$ cat src/rtl/chop_pkg.sv
package chop_pkg;

    // Bridge state command; codes are visible at the top-level port.
    typedef enum logic [1:0] {
        BR_OFF   = 2'b00,
        BR_DRIVE = 2'b01,
        BR_SLOW  = 2'b10,
        BR_FAST  = 2'b11
    } bridge_e;

    // Requested recirculation style.
    typedef enum logic [1:0] {
        DK_SLOW   = 2'b00,
        DK_FAST   = 2'b01,
        DK_MIXED  = 2'b10,
        DK_MIXED2 = 2'b11
    } decay_e;

    // Timer bank layout.
    localparam int NUM_TMR   = 3;
    localparam int TMR_OFF   = 0;
    localparam int TMR_BLANK = 1;
    localparam int TMR_SEG   = 2;

    // First recirculation state of an off interval.
    function automatic bridge_e off_entry_state(decay_e mode, logic seg_empty);
        case (mode)
            DK_SLOW: return BR_SLOW;
            DK_FAST: return BR_FAST;
            default: return seg_empty ? BR_SLOW : BR_FAST;
        endcase
    endfunction

    // Mixed decay is the only mode that uses the fast segment timer.
    function automatic logic uses_segment(decay_e mode);
        return mode[1];
    endfunction

endpackage

$ cat src/rtl/chop_down_timer.sv
module chop_down_timer #(
    parameter int W = 10
) (
    input  logic         clk,
    input  logic         rst,
    input  logic         load,
    input  logic [W-1:0] load_val,
    output logic [W-1:0] cnt
);

    // Loadable counter that runs down to zero and stops there.
    always_ff @(posedge clk) begin
        if (rst) begin
            cnt <= '0;
        end else if (load) begin
            cnt <= load_val;
        end else if (cnt != '0) begin
            cnt <= cnt - 1'b1;
        end
    end

endmodule

$ cat src/rtl/chop_phase_fsm.sv
module chop_phase_fsm
    import chop_pkg::*;
#(
    parameter int W = 10
) (
    input  logic                        clk,
    input  logic                        rst,
    input  logic                        en,
    input  logic                        fault,
    input  logic                        trip,
    input  logic                        zero_amp,
    input  logic [1:0]                  decay_mode,
    input  logic [W-1:0]                off_len,
    input  logic [W-1:0]                blank_len,
    input  logic [W-1:0]                fast_len,
    input  logic [NUM_TMR-1:0][W-1:0]   tmr_cnt,
    output logic [NUM_TMR-1:0]          tmr_load,
    output logic [NUM_TMR-1:0][W-1:0]   tmr_val,
    output bridge_e                     state
);

    localparam logic [W-1:0] CNT_ONE = W'(1);

    bridge_e state_nx;
    decay_e  mode;
    logic    off_done;
    logic    seg_done;
    logic    blank_open;

    assign mode       = decay_e'(decay_mode);
    assign off_done   = (tmr_cnt[TMR_OFF] <= CNT_ONE);
    assign seg_done   = (tmr_cnt[TMR_SEG] == CNT_ONE);
    assign blank_open = (tmr_cnt[TMR_BLANK] == '0);

    always_comb begin
        state_nx = state;
        tmr_load = '0;
        tmr_val  = '0;

        if (!en || fault) begin
            // Safety path: every switch off, all timing discarded.
            state_nx = BR_OFF;
            tmr_load = '1;
        end else if (zero_amp) begin
            // No target: park in slow decay; an expired off timer releases it later.
            state_nx = BR_SLOW;
            tmr_load = '1;
        end else begin
            case (state)
                BR_OFF: begin
                    state_nx            = BR_DRIVE;
                    tmr_load[TMR_BLANK] = 1'b1;
                    tmr_val[TMR_BLANK]  = blank_len;
                end
                BR_DRIVE: begin
                    if (blank_open && trip) begin
                        state_nx          = off_entry_state(mode, fast_len == '0);
                        tmr_load[TMR_OFF] = 1'b1;
                        tmr_val[TMR_OFF]  = off_len;
                        tmr_load[TMR_SEG] = 1'b1;
                        tmr_val[TMR_SEG]  = uses_segment(mode) ? fast_len : '0;
                    end
                end
                BR_SLOW, BR_FAST: begin
                    if (off_done) begin
                        state_nx            = BR_DRIVE;
                        tmr_load[TMR_BLANK] = 1'b1;
                        tmr_val[TMR_BLANK]  = blank_len;
                    end else if (state == BR_FAST && seg_done) begin
                        state_nx = BR_SLOW;
                    end
                end
                default: state_nx = BR_OFF;
            endcase
        end
    end

    always_ff @(posedge clk) begin
        if (rst) begin
            state <= BR_OFF;
        end else begin
            state <= state_nx;
        end
    end

endmodule

$ cat src/rtl/chop_current_ctrl.sv
module chop_current_ctrl
    import chop_pkg::*;
#(
    parameter int CNT_W = 10
) (
    input  logic             clk,
    input  logic             rst,
    input  logic             bridge_en,
    input  logic             fault,
    input  logic             sense_trip,
    input  logic             zero_amp,
    input  logic [1:0]       decay_mode,
    input  logic [CNT_W-1:0] off_len,
    input  logic [CNT_W-1:0] blank_len,
    input  logic [CNT_W-1:0] fast_len,
    output logic [1:0]       bridge_cmd
);

    logic [NUM_TMR-1:0]            tmr_load;
    logic [NUM_TMR-1:0][CNT_W-1:0] tmr_val;
    logic [NUM_TMR-1:0][CNT_W-1:0] tmr_cnt;
    bridge_e                       state;

    chop_phase_fsm #(.W(CNT_W)) u_fsm (
        .clk        (clk),
        .rst        (rst),
        .en         (bridge_en),
        .fault      (fault),
        .trip       (sense_trip),
        .zero_amp   (zero_amp),
        .decay_mode (decay_mode),
        .off_len    (off_len),
        .blank_len  (blank_len),
        .fast_len   (fast_len),
        .tmr_cnt    (tmr_cnt),
        .tmr_load   (tmr_load),
        .tmr_val    (tmr_val),
        .state      (state)
    );

    // Off-interval, blanking and fast-segment timers share one structure.
    for (genvar gi = 0; gi < NUM_TMR; gi++) begin : g_tmr
        chop_down_timer #(.W(CNT_W)) u_tmr (
            .clk      (clk),
            .rst      (rst),
            .load     (tmr_load[gi]),
            .load_val (tmr_val[gi]),
            .cnt      (tmr_cnt[gi])
        );
    end

    assign bridge_cmd = state;

endmodule

$ cat config.mk
export PLATFORM = sky130hd
export DESIGN_NAME = chop_current_ctrl
export DESIGN_NICKNAME = d
export VERILOG_FILES = /design/src/rtl/chop_pkg.sv /design/src/rtl/chop_down_timer.sv /design/src/rtl/chop_phase_fsm.sv /design/src/rtl/chop_current_ctrl.sv
export SDC_FILE = /design/constraint.sdc
export NUM_CORES = 1
export LEC_CHECK = 0
export ABC_AREA = 0
export BUFFER_PORTS_ARGS = -buffer_cell sky130_fd_sc_hd__buf_2
export CORE_MARGIN = 1
export CORE_UTILIZATION = 55
export DETAILED_ROUTE_END_ITERATION = 10
export PLACE_DENSITY = 0.8
export SLEW_MARGIN = 25
export SYNTH_ARGS = -nofsm -noshare
export SYNTH_HDL_FRONTEND = slang
export SYNTH_SLANG_ARGS = --single-unit
$ cat constraint.sdc
create_clock -name clk -period 2.8 [get_ports clk]
set_clock_uncertainty 0.1 [all_clocks]
set_input_delay 0.56 -clock clk [delete_from_list [all_inputs] [get_ports clk]]
set_output_delay 0.56 -clock clk [all_outputs]
set_load 0.01 [all_outputs]
==> summary.txt, run 1 <==
CTS
  – Max clock buf depth: 2
  – Clock root cell: clkbuf_8
  – H-Tree Level Count: 2
  – Clk pin slew, worst setup/hold paths: 70 ps
  – CTS sink count: 32
  – Setup bufs post-CTS: 0
  – CTS resizes: 0
  – CTS tree: yes
  – TritonCTS Buffers: 5
  – Clock Latency Late Sink: 270 ps
  – Hold buffers post-CTS: 0

Floorplan
  – Die area: 3940 µm²
  – Ports: 40
  – Die X: 62.8 µm
  – Core Area: 3440 µm²
  – Starting Density: 59.1%
  – Cell Rows: 21
  – Die Span Y: 62.8 µm

Synth
  – Async SR Flop Fraction: 0%
  – Top post-synthesis cells by count: 32 x dfxtp_1, 22 x a21oi_1, 17 x nor2_1
  – Most frequent cell after synthesis: dfxtp_1
  – Synth top area share: 31.5%
  – Cells after Synth: 243
  – Synthesized net count: 288
  – Synth Register Bits: 32
  – Largest area contributor in the netlist: dfxtp_1
  – Dominant cells by area after synthesis: dfxtp_1 32%, a21oi_1 5.4%, ha_1 4.3%
  – Ys Warns: 0
  – Syn Std Cell Area: 2030 µm²
  – Post-synth EDFFs: 0
  – Syn_area_per_cell: 8.37 µm²
  – Ys flop type: dfxtp_1
  – Post-synthesis sequential area ratio: 31.5%
  – Netlist cell types: 51

Detailed routing
  – DRC: 0
  – Final Routed Wirelength: 4.78 mm
  – First-iteration detailed-routing DRC count: 148
  – DR pass1 iterations: 4
  – Via count: 1959
  – DR WL/cell: 14.5 µm
  – Final ANT Viol Nets: 0
  – Vias per cell: 5.94

STA
  – Period utilization: 86.7%
  – Final min period: 2430 ps
  – Worst Tran Pin Value: 889 ps
  – Max-slew headroom: 40.5%
  – Final Setup Violations: 0
  – Sum Neg Setup Slack: 0 ps
  – Final hold vios: 0
  – Fmax: 412 MHz
  – RSZ-0062 raised after global routing: no
  – Slew Viols, Final: 0

Placed design
  – Port bufs: 39
  – Routability cong.: 0.933
  – Placed Cells: 322
  – HPWL after DPL: 3.58 mm

Critical path
  – CP peak stage delay: 590 ps
  – Crit path DAT: 2460 ps
  – Crit path max-delay family: simple AND/OR/NAND/NOR gates
  – Crit path max-delay cell type: or4b_1
  – Cells along the critical path: inv_1 -> ha_1 -> or4b_1 -> nor4_4 -> nor2_1 -> a2111oi_0
  – Worst path required time: 2830 ps
  – Crit path launch type: flop
  – Largest fanout on the critical path: 6
  – Setup CP Type: reg2reg
  – Bufs and invs on worst path: 1
  – Worst setup EP type: flop

Cells and area
  – N_diodes: 0
  – Area Growth Syn to Fin: 15.6%
  – Nets@finish: 328
  – Layout cells sized above 1: 22.9%
  – Layout Cells excl Fill: 330

Outcome
  – Outcome: complete, no violations

Run
  – Maxcap violations: 0

Power
  – Power per cell area: 421 nW/µm²
  – Leak pwr: 0.949 nW
  – Max VDD drop: 0.292 mV
  – Total chip power: 0.000988 W

Global route
  – Largest net degree at the start of global routing: 17
  – GR Overflow Total: 0
  – Initial antenna violation count: 0
  – Vias in the first global route: 1753
  – GRT Total Usage: 25.7%
  – First-pass GRT wire length: 8.07 mm

Hold path
  – Tightest Hold Check Type: in2reg
metal layers:
layer,GRT usage [%],wire [µm],up-vias
li1,-,-,993
met1,34.9,2220,890
met2,40.9,2200,74
met3,4.93,350,2
met4,7.85,21,0
met5,0,0,-
logic make-up (layout without fill, tap and decap cells):
family | Yosys count | after routing | share of synthesized area [%]
DFF | 32 | 32 | 31.5
adders and majority gates | 7 | 7 | 4.31
and+or+nand+nor | 88 | 88 | 26.0
AOI/OAI and AO/OA | 71 | 71 | 22.8
xor gates and xnor gates | 15 | 15 | 6.46
buffers and inverters | 24 | 65 | 5.85
muxes | 6 | 6 | 3.08
worst paths after layout:
kind | cells after the start | endpoint | slack (ps) | from
max | 6 | u_fsm.state[1]$_SDFFE_PP0P_ | 370 | g_tmr[1].u_tmr.cnt[0]$_SDFFE_PP0P_
min | 3 | g_tmr[0].u_tmr.cnt[0]$_SDFFE_PP0P_ | 400 | off_len[0]
max reg2reg | 6 | u_fsm.state[1]$_SDFFE_PP0P_ | 370 | g_tmr[1].u_tmr.cnt[0]$_SDFFE_PP0P_
min reg2reg | 2 | g_tmr[2].u_tmr.cnt[9]$_SDFFE_PP0P_ | 400 | g_tmr[2].u_tmr.cnt[9]$_SDFFE_PP0P_
final cells by class:
class	instances	area (µm²)
repair buffers	45	240
well taps	46	57.6
clock inverters	2	10.0
multi-input cells	187	1270
flip-flops and latches	32	641
fillers	293	1090
clock buffers	6	82.6
inverters	12	45.0
state kept, by name (all words and copies together) (netlist names):
| signal | count |
|---|---|
| g_tmr.u_tmr.cnt | 30 |
| u_fsm.state | 2 |
metrics by stage:
| step | setup slack [ps] | utilization, % | hold slack [ps] | cell area, µm² |
|---|---|---|---|---|
| finish | 373 | 68.3 | 398 | 2350 |
| detailed placement | 466 | 65.6 | 383 | 2260 |
| CTS | 398 | 68.3 | 391 | 2350 |
| global placement | 413 | 65.6 | 391 | 2260 |
| global route | 250 | 68.3 | 396 | 2350 |
| floorplan | 588 | - | 356 | 2030 |
report_power, final:
| part | total, W | internal, W | switching (W) |
|---|---|---|---|
| clock network | 0.000358 | 0.000196 | 0.000162 |
| registers | 0.000473 | 0.000464 | 0.00000974 |
| logic | 0.000157 | 0.0000727 | 0.0000843 |
worst min-delay path: stages:
cell and delay (ps):
buf_2 80, nand3_1 50, o31ai_1 60
placed cells by master, fill, tap and decap left out, types with 4 or more instances in the layout:
master	n
o21ai_0	14
nand2_1	10
buf_4	6
mux2i_1	4
inv_1	12
nor3_1	6
nor3b_1	5
xnor2_1	9
o31ai_1	8
ha_1	7
xor2_1	6
nand3_1	13
or4_1	8
dfxtp_1	32
a21oi_1	22
o211ai_1	8
nor4_1	9
nor2_1	17
clkbuf_8	6
buf_2	39
Note: power is estimated with default switching activity, not from simulation.
==> run 2, diff against run 1 <==
--- a/config.mk
+++ b/config.mk
@@ -7,7 +7,7 @@
 export LEC_CHECK = 0
 export ABC_AREA = 0
 export BUFFER_PORTS_ARGS = -buffer_cell sky130_fd_sc_hd__buf_2
-export CORE_MARGIN = 1
+export CORE_MARGIN = 3
 export CORE_UTILIZATION = 55
 export DETAILED_ROUTE_END_ITERATION = 10
 export PLACE_DENSITY = 0.8
==> summary.txt, run 2 (same netlist as run 1, synthesis figures left out) <==
Cells and area
  – Commonest non-fill, non-tap cell in the layout: buf_2
  – Multi-input logic area: 1270 µm²
  – Finished Core Util: 69.2%
  – Nets@finish: 328
  – Most frequent cells in the layout: 39 x buf_2, 32 x dfxtp_1, 22 x a21oi_1
  – Layout cells sized above 1: 22.9%
  – Register Area: 641 µm²
  – Top reg by flops: g_tmr.u_tmr.cnt
  – Area Growth Syn to Fin: 17.2%
  – Regs by FF count: g_tmr.u_tmr.cnt: 30 flops, u_fsm.state: 2 flops
  – Filler cells: 282
  – N_diodes: 0
  – Max reg flops: 30

Global route
  – GRT Total Usage: 24.0%
  – Largest net degree at the start of global routing: 17
  – M1 GR Usage: 32.6%
  – Global routing's busiest layer: met2
  – GR Overflow Total: 0
  – First-pass GRT wire length: 8.14 mm
  – Met2 global-route usage: 36.4%
  – Grt met3 use: 5.73%
  – Initial antenna violation count: 0
  – Vias in the first global route: 1735

STA
  – Final Setup Violations: 0
  – Sum Neg Setup Slack: 0 ps
  – Worst Tran Pin Value: 894 ps
  – Fmax: 430 MHz
  – Final hold vios: 0
  – Slew Viols, Final: 0
  – RSZ-0062 raised after global routing: no
  – Max-slew headroom: 40.2%
  – Period utilization: 83.1%
  – Final min period: 2330 ps

Detailed routing
  – DR pass1 iterations: 4
  – DR WL/cell: 14.9 µm
  – Final Routed Wirelength: 4.93 mm
  – First-iteration detailed-routing DRC count: 127
  – Vias per cell: 6.02
  – Via count: 1986
  – DRC: 0
  – Final ANT Viol Nets: 0

Hold path
  – Hold Path End: u_fsm.state[1]$_SDFFE_PP0P_
  – Hold path depth: 2
  – HP Start: fault
  – Tightest Hold Check Type: in2reg

CTS
  – Clock Latency Late Sink: 290 ps
  – CTS resizes: 0
  – CTS sink count: 32
  – H-Tree Level Count: 2
  – Clk pin slew, worst setup/hold paths: 70 ps
  – Max clock buf depth: 2
  – Hold buffers post-CTS: 0
  – Setup bufs post-CTS: 0
  – Clock root cell: clkbuf_8
  – CTS tree: yes
  – TritonCTS Buffers: 5

Power
  – Max VDD drop: 0.360 mV
  – Leak pwr: 0.963 nW
  – Power per cell area: 470 nW/µm²

Floorplan
  – Starting Density: 59.1%
  – Ports: 40
  – Die X: 66.8 µm
  – Core Area: 3440 µm²
  – Die Span Y: 66.8 µm
  – Die area: 4460 µm²
  – Cell Rows: 21

Placed design
  – HPWL after DPL: 3.57 mm
  – Routability cong.: 0.920
  – Port bufs: 39

Critical path
  – Crit path launch type: flop
  – Largest fanout on the critical path: 6
  – Crit path max-delay cell type: or4b_1
  – FF-to-FF Start: g_tmr[1].u_tmr.cnt[0]$_SDFFE_PP0P_
  – Crit path DAT: 2450 ps
  – Setup CP Type: reg2reg
  – Cells along the critical path: inv_1 -> ha_1 -> or4b_1 -> nor4_4 -> mux2_2 -> o21ai_0
  – Worst reg2reg path depth: 6
  – FF-to-FF setup slack: 470 ps
  – CP peak stage delay: 600 ps
  – Reg-to-Reg End: g_tmr[2].u_tmr.cnt[1]$_SDFFE_PP0P_
  – Worst setup EP type: flop
  – Worst path required time: 2920 ps

Run
  – Maxcap violations: 0

Outcome
  – Outcome: complete, no violations
==> run 2: changes by cell type in the layout (fill, tap and decap cells not counted) <==
cell	before	now
clkinv_2	2	0
bufinv_16	0	1
clkbuf_8	6	7
==> run 2: stage by stage <==
step / setup slack (ps) / power, W / hold slack [ps] / instances / instance area, µm²
3_5_place_dp: 505 / 0.000638 / 424 / 322 / 2260
4_1_cts: 486 / 0.00112 / 380 / 330 / 2380
5_1_grt: 222 / 0.00117 / 385 / 330 / 2380
6_report: 473 / 0.00112 / 386 / 330 / 2380
3_3_place_gp: 580 / 0.000635 / 440 / 322 / 2260
2_1_floorplan: 588 / 0.000585 / 356 / 243 / 2030
==> run 2: power by group <==
part | internal (W) | total [W] | switching [W]
Sequential | 0.000464 | 0.000474 | 0.0000102
Combinational | 0.0000728 | 0.000158 | 0.0000851
Clock | 0.000314 | 0.000489 | 0.000175
Total | 0.000850 | 0.00112 | 0.000270
==> run 2: final cells by class <==
cell class / count / share of cell area [%]
Tap cell: 46 / 2.41
Clock inverter: 1 / 1.26
Clock buffer: 7 / 4.04
Multi-Input combinational cell: 187 / 53.4
Sequential cell: 32 / 26.9
Inverter: 12 / 1.89
Timing Repair Buffer: 45 / 10.1
==> run 2: critical path, delay by kind of cell (launching register included) <==
family	cells	cell delay, ps
muxes	1	380
AOI/OAI and AO/OA	1	120
and+or+nand+nor	2	1050
buffers and inverters	1	120
adders and majority gates	1	160
DFF	1	320
==> run 2: worst max path at each step <==
stage	from	to	slack, ps	cells past startpoint
after floorplan	g_tmr[1].u_tmr.cnt[0]$_SDFFE_PP0P_	u_fsm.state[0]$_SDFFE_PP0P_	590	9
after global placement	fault	g_tmr[1].u_tmr.cnt[8]$_SDFFE_PP0P_	580	5
after detailed placement	g_tmr[1].u_tmr.cnt[0]$_SDFFE_PP0P_	g_tmr[2].u_tmr.cnt[1]$_SDFFE_PP0P_	510	6
after CTS	g_tmr[1].u_tmr.cnt[0]$_SDFFE_PP0P_	g_tmr[2].u_tmr.cnt[1]$_SDFFE_PP0P_	490	6
after global routing	g_tmr[1].u_tmr.cnt[0]$_SDFFE_PP0P_	g_tmr[2].u_tmr.cnt[7]$_SDFFE_PP0P_	220	6
final	g_tmr[1].u_tmr.cnt[0]$_SDFFE_PP0P_	g_tmr[2].u_tmr.cnt[1]$_SDFFE_PP0P_	470	6
==> run 2: layer usage <==
metal,share of wire (%),vias to the layer above
met1,46,914
met3,7.1,10
met4,1.6,0
li1,-,995
met2,45,67
met5,0,-
